<file path="src/rtl/pll_seq_pkg.sv">
package pll_seq_pkg;
  typedef enum logic [2:0] {
    ST_RESET = 3'd0,
    ST_WAIT  = 3'd1,
    ST_CAL   = 3'd2,
    ST_LOCK  = 3'd3,
    ST_HOLD  = 3'd4
  } seq_state_t;
endpackage

</file>
<file path="src/rtl/pll_seq_pin_sync.sv">
module pll_seq_pin_sync #(
  parameter int STAGES = 2
) (
  input  logic clk,
  input  logic rst_n,
  input  logic pin_async,
  output logic pin_level,
  output logic pin_rise
);
  logic [STAGES-1:0] sh;
  logic              prev;

  // Flops reset to 0: a pin already high at power-on yields a rise.
  always_ff @(posedge clk or negedge rst_n) begin
    if (!rst_n) begin
      sh   <= '0;
      prev <= 1'b0;
    end else begin
      sh   <= {sh[STAGES-2:0], pin_async};
      prev <= sh[STAGES-1];
    end
  end

  assign pin_level = sh[STAGES-1];
  assign pin_rise  = sh[STAGES-1] & ~prev;

  AST_RISE_LEVEL: assert property (@(posedge clk) disable iff (!rst_n)
    pin_rise |=> !pin_rise) else $error("double rise");
endmodule

</file>
<file path="src/rtl/pll_seq_pbo_timer.sv">
module pll_seq_pbo_timer #(
  parameter int PBO_CYCLES = 16
) (
  input  logic clk,
  input  logic rst_n,
  input  logic load,
  input  logic clear,
  output logic active
);
  localparam int CW = $clog2(PBO_CYCLES + 1);
  localparam logic [CW-1:0] LOADV = CW'(PBO_CYCLES);

  logic [CW-1:0] cnt;

  always_ff @(posedge clk or negedge rst_n) begin
    if (!rst_n)             cnt <= '0;
    else if (clear)         cnt <= '0;
    else if (load)          cnt <= LOADV;
    else if (cnt != '0)     cnt <= cnt - 1'b1;
  end

  assign active = (cnt != '0);

  AST_PBO_BOUND: assert property (@(posedge clk) disable iff (!rst_n)
    cnt <= LOADV) else $error("timer overrun");
endmodule

</file>
<file path="src/rtl/pll_seq_fsm.sv">
module pll_seq_fsm
  import pll_seq_pkg::*;
(
  input  logic       clk,
  input  logic       rst_n,
  input  logic       pin_level,
  input  logic       pin_rise,
  input  logic       los,
  input  logic       cal_done,
  input  logic       fixed_delay,
  output seq_state_t state,
  output logic       cal_start,
  output logic       timer_load,
  output logic       timer_clear
);
  seq_state_t nxt;
  logic       start_nxt;

  always_comb begin
    nxt         = state;
    start_nxt   = 1'b0;
    timer_load  = 1'b0;
    timer_clear = 1'b0;
    if (!pin_level) begin
      nxt         = ST_RESET;
      timer_clear = 1'b1;
    end else begin
      unique case (state)
        ST_RESET: if (pin_rise) nxt = ST_WAIT;
        ST_WAIT:  if (!los) begin
                    nxt       = ST_CAL;
                    start_nxt = 1'b1;
                  end
        ST_CAL:   if (los)           nxt = ST_WAIT;
                  else if (cal_done) nxt = ST_LOCK;
        ST_LOCK:  if (los) begin
                    nxt         = ST_HOLD;
                    timer_clear = 1'b1;
                  end
        ST_HOLD:  if (!los) begin
                    nxt        = ST_LOCK;
                    timer_load = !fixed_delay;
                  end
        default:  nxt = ST_RESET;
      endcase
    end
  end

  always_ff @(posedge clk or negedge rst_n) begin
    if (!rst_n) begin
      state     <= ST_RESET;
      cal_start <= 1'b0;
    end else begin
      state     <= nxt;
      cal_start <= start_nxt;
    end
  end

  AST_START_PULSE: assert property (@(posedge clk) disable iff (!rst_n)
    cal_start |=> !cal_start) else $error("start too wide");
  AST_START_IN_CAL: assert property (@(posedge clk) disable iff (!rst_n)
    cal_start |-> state == ST_CAL) else $error("start outside cal");
  AST_HOLD_ENTRY: assert property (@(posedge clk) disable iff (!rst_n)
    $rose(state == ST_HOLD) |-> $past(los) && $past(state) == ST_LOCK)
    else $error("bad hold entry");
  AST_LOCK_FROM_CAL: assert property (@(posedge clk) disable iff (!rst_n)
    $rose(state == ST_LOCK) |-> $past(state) == ST_CAL || $past(state) == ST_HOLD)
    else $error("bad lock entry");
endmodule

</file>
<file path="src/rtl/pll_seq_ctrl.sv">
module pll_seq_ctrl
  import pll_seq_pkg::*;
#(
  parameter int SYNC_STAGES = 2,
  parameter int PBO_CYCLES  = 16
) (
  input  logic clk,
  input  logic por_n,
  input  logic rstcal_n,
  input  logic los_alarm,
  input  logic cal_done,
  input  logic fixed_delay,
  output logic status_oe,
  output logic cal_active,
  output logic hold_active,
  output logic clk_out_en,
  output logic cal_start,
  output logic freeze_word,
  output logic pbo_en
);
  logic       pin_level, pin_rise;
  logic       t_load, t_clear, t_active;
  seq_state_t st;

  pll_seq_pin_sync #(.STAGES(SYNC_STAGES)) u_sync (
    .clk(clk), .rst_n(por_n), .pin_async(rstcal_n),
    .pin_level(pin_level), .pin_rise(pin_rise)
  );

  pll_seq_fsm u_fsm (
    .clk(clk), .rst_n(por_n), .pin_level(pin_level), .pin_rise(pin_rise),
    .los(los_alarm), .cal_done(cal_done), .fixed_delay(fixed_delay),
    .state(st), .cal_start(cal_start), .timer_load(t_load), .timer_clear(t_clear)
  );

  pll_seq_pbo_timer #(.PBO_CYCLES(PBO_CYCLES)) u_pbo (
    .clk(clk), .rst_n(por_n), .load(t_load), .clear(t_clear), .active(t_active)
  );

  assign status_oe   = (st != ST_RESET);
  assign cal_active  = (st == ST_CAL);
  assign clk_out_en  = (st == ST_LOCK) || (st == ST_HOLD);
  assign freeze_word = (st == ST_HOLD);
  assign hold_active = (st == ST_HOLD) && los_alarm;
  assign pbo_en      = t_active;

  AST_RESET_QUIET: assert property (@(posedge clk) disable iff (!por_n)
    !status_oe |-> !clk_out_en && !cal_active && !pbo_en && !cal_start)
    else $error("outputs live in reset");
  AST_CAL_NO_CLK: assert property (@(posedge clk) disable iff (!por_n)
    cal_active |-> !clk_out_en) else $error("clock during cal");
  AST_HOLD_LOS: assert property (@(posedge clk) disable iff (!por_n)
    hold_active |-> freeze_word && clk_out_en) else $error("hold w/o freeze");
  AST_PBO_START: assert property (@(posedge clk) disable iff (!por_n)
    $rose(pbo_en) |-> $past(freeze_word) && !$past(fixed_delay))
    else $error("pbo w/o recovery");
endmodule

</file>
<file path="config.mk">
export PLATFORM = sky130hd
export DESIGN_NAME = pll_seq_ctrl
export DESIGN_NICKNAME = d
export VERILOG_FILES = /design/src/rtl/pll_seq_pkg.sv /design/src/rtl/pll_seq_pin_sync.sv /design/src/rtl/pll_seq_pbo_timer.sv /design/src/rtl/pll_seq_fsm.sv /design/src/rtl/pll_seq_ctrl.sv
export SDC_FILE = /design/constraint.sdc
export NUM_CORES = 1
export LEC_CHECK = 0
export ABC_AREA = 1
export BUFFER_PORTS_ARGS = -buffer_cell sky130_fd_sc_hd__buf_2
export CORE_MARGIN = 4
export CORE_UTILIZATION = 45
export CTS_BUF_LIST = sky130_fd_sc_hd__clkbuf_8 sky130_fd_sc_hd__clkbuf_16
export CTS_CLUSTER_SIZE = 20
export DETAILED_ROUTE_END_ITERATION = 16
export GPL_ROUTABILITY_DRIVEN = 1
export HOLD_SLACK_MARGIN = 0.15
export MAX_ROUTING_LAYER = met4
export PLACE_DENSITY = 0.69
export SLEW_MARGIN = 25
export SYNTH_ARGS = -nofsm -noshare
export SYNTH_HDL_FRONTEND = slang
export SYNTH_SLANG_ARGS = --single-unit
</file>
<file path="constraint.sdc">
create_clock -name clk -period 2 [get_ports clk]
set_input_delay 0.4 -clock clk [delete_from_list [all_inputs] [get_ports clk]]
set_output_delay 0.4 -clock clk [all_outputs]
set_load 0.05 [all_outputs]
</file>
==> impl_metrics.tcl <==
set metrics [dict create \
    cts_root_buf "clkbuf_8" \
    fp.dieW_um 45.10 \
    relSlewSlack 0.8022 \
    crit_top_cell "nor2_1" \
    ys_ff_latch 12 \
    vias 590 \
    netlist_instances 82 \
    hold_violations 0 \
    syn_avg_cell_area_um2 7.553 \
    timing.rr.end "u_pbo.cnt[1]$_DFFE_PN0P_" \
    holdPathEnd "u_sync.sh[0]$_DFF_PN0_" \
    clock.fmax_mhz 543.3 \
    ys_warn_count 0 \
    crit_slowest_cell "dfrtp_1" \
    drc_errors 0 \
    min_from "rstcal_n" \
    routedWlPerCell_um 10.42 \
    tightest_slew_ns 0.2956 \
    viasPerCell 5.175 \
    dp_hpwl_um 917.7 \
    drv_slew 0 \
    cts_buffers 3 \
    grt_first_pass_wirelength_um 2021 \
    critPathLaunchType "register" \
    p_leak_nw 0.4429 \
    cts_buffer_depth 2 \
    min_period_ns 1.840 \
    layout_common_cells "27 x nand2_1, 12 x buf_2, 12 x dfrtp_1" \
    dpl_cell_area_um2 698.2 \
    coreArea_um2 1301 \
    crit_fanout 7 \
    grt_max_degree 13 \
    reg2regPathDepth 6 \
    synthesis.nets 89 \
    ios 13 \
    power_mw 1.175 \
    clkTransAtPathRegs_ns 0.05 \
    gp_congestion 0.9331 \
    power_density_nw_per_um2 1540 \
    syn_area_um2 619.3 \
    p_comb_frac 0.475 \
    crit_type "register to primary output" \
    layout_commonest_cell "nand2_1" \
    antenna_found_initial 0 \
    max-cap-violations 0 \
    fin_skew_ns 0.001331 \
    required_ns 1.60 \
    cts_tree "done" \
    p_sw_frac 0.4596 \
    critical-path-max-stage-delay_ns 0.44 \
    cp-end-kind "primary output" \
    synth_cell_types 17 \
    rrSetupSlack_ns 0.59 \
    cts.repair.resized 0 \
    fin_crit_sh 0.9202 \
    initial_utilization 0.4760 \
    routed_wl_um 1188 \
    hold_depth 1 \
    path_cells "nor2_1 > nand2_1 > nor2_1 > buf_2" \
    grt_overflow_total 0 \
    diodes 0 \
    clk_latency_ns 0.24 \
    yosysSeqAreaShare 0.4848 \
    htreeDepth 1 \
    fin_setup_tns_ns 0 \
    clock_sinks 12 \
    die_area_um2 2034 \
    p_int_uw 635.2 \
    initialDrtViolationCount 23 \
    num-nets-final 107 \
    die_y_um 45.10 \
    switchingPower_uw 540.3 \
    timing.rr.start "u_pbo.cnt[0]$_DFFE_PN0P_" \
    cts_hold_buf 1 \
    postRouteAntennaNets 0 \
    rows 13 \
    rsz0062_at_grt "false" \
    grt_use_total 0.1408 \
    seqPwrFrac 0.307 \
    pwr-share-clk 0.218 \
    setup_viol 0 \
    hold_slack_ns 0.2694 \
    syn2layout_area_growth_pct 23.23 \
    dr.pass1.iters 4 \
    drive_gt1_frac 0.2121 \
    status "finished, final reports clean" \
    io_buffer_count 12 \
    arrival_ns 1.44 \
    irDropWorstVdd_mv 0.9691 \
    cts_setup_buffers 0 \
    grt_pass1_vias 529 \
    hold_class "primary input to register" \
    stdcell_area_um2 763.2 \
]
==> synthesized netlist by cell type (all sizes together) <==
| cell type | n | area share |
|---|---|---|
| or2 | 2 | 0.024 |
| a211oi | 1 | 0.012 |
| nor2 | 11 | 0.071 |
| nand4 | 2 | 0.020 |
| and3 | 1 | 0.010 |
| ha | 1 | 0.020 |
| inv | 9 | 0.055 |
| dfrtp | 12 | 0.48 |
| nand3 | 5 | 0.040 |
| a21oi | 5 | 0.040 |
| nor3 | 3 | 0.024 |
| nand3b | 2 | 0.024 |
| nand2 | 28 | 0.17 |
==> worst max path at each step <==
stage                                    start                          to  depth (start not counted)
floorplan           u_fsm.state[2]$_DFFE_PN0P_  u_fsm.state[1]$_DFFE_PN0P_                          7
global placement    u_fsm.state[0]$_DFFE_PN0P_                 hold_active                          4
detailed placement  u_fsm.state[1]$_DFFE_PN0P_                 hold_active                          4
CTS                 u_fsm.state[1]$_DFFE_PN0P_                 hold_active                          4
global route        u_fsm.state[1]$_DFFE_PN0P_                 hold_active                          4
finish              u_fsm.state[0]$_DFFE_PN0P_                 hold_active                          4
==> worst max-delay path: cells and delay by family (launching register included) <==
family	cells	cell delay (ns)
flops	1	0.44
simple gates	3	0.50
buf+inv	1	0.26
==> state kept, by name, summed over array words and instances, names as in the netlist <==
register and cells:
u_fsm.cal_start 1, u_fsm.state 3, u_pbo.cnt 5, u_sync.sh 2, u_sync.prev 1
==> layout make-up <==
cell class / instances / area [um2]
clock buffers: 4 / 55.05
fillers: 123 / 538.0
inverters: 9 / 33.78
multi-input cells: 61 / 285.3
flip-flops and latches: 12 / 300.3
well taps: 15 / 18.77
repair buffers: 13 / 70.07
==> metrics by stage <==
| stage | setup WS, ns | instances | utilization |
|---|---|---|---|
| after floorplan | 0.1349 | 82 | - |
| after global placement | 0.4644 | 109 | 0.5365 |
| after detailed placement | 0.4270 | 109 | 0.5365 |
| after CTS | 0.1560 | 114 | 0.5865 |
| after global routing | 0.02175 | 114 | 0.5865 |
| final | 0.1595 | 114 | 0.5865 |
==> power groups by stage <==
stage	registers (mW)	clock network [mW]	logic [mW]
floorplan	0.361	0	0.442
global placement	0.359	0	0.558
detailed placement	0.362	0	0.558
CTS	0.358	0.264	0.561
global route	0.367	0.273	0.622
finish	0.361	0.256	0.558
==> routing by layer <==
metal	wire, um	vias to the layer above	track usage
li1	-	296	-
met2	558	21	0.2006
met1	550	271	0.1768
met4	9	0	0.07018
met3	69	2	0.04781
met5	0	-	-
==> kinds of logic (layout without fill, tap and decap cells) <==
kind of cell | count (synthesis) | count (layout) | share of synthesized area
fa+ha+maj | 1 | 1 | 0.02020
flops | 12 | 12 | 0.4849
buf+inv | 9 | 26 | 0.05454
compound gates | 6 | 6 | 0.05252
simple gates | 54 | 54 | 0.3879
Note: power is estimated with default switching activity, not from simulation.
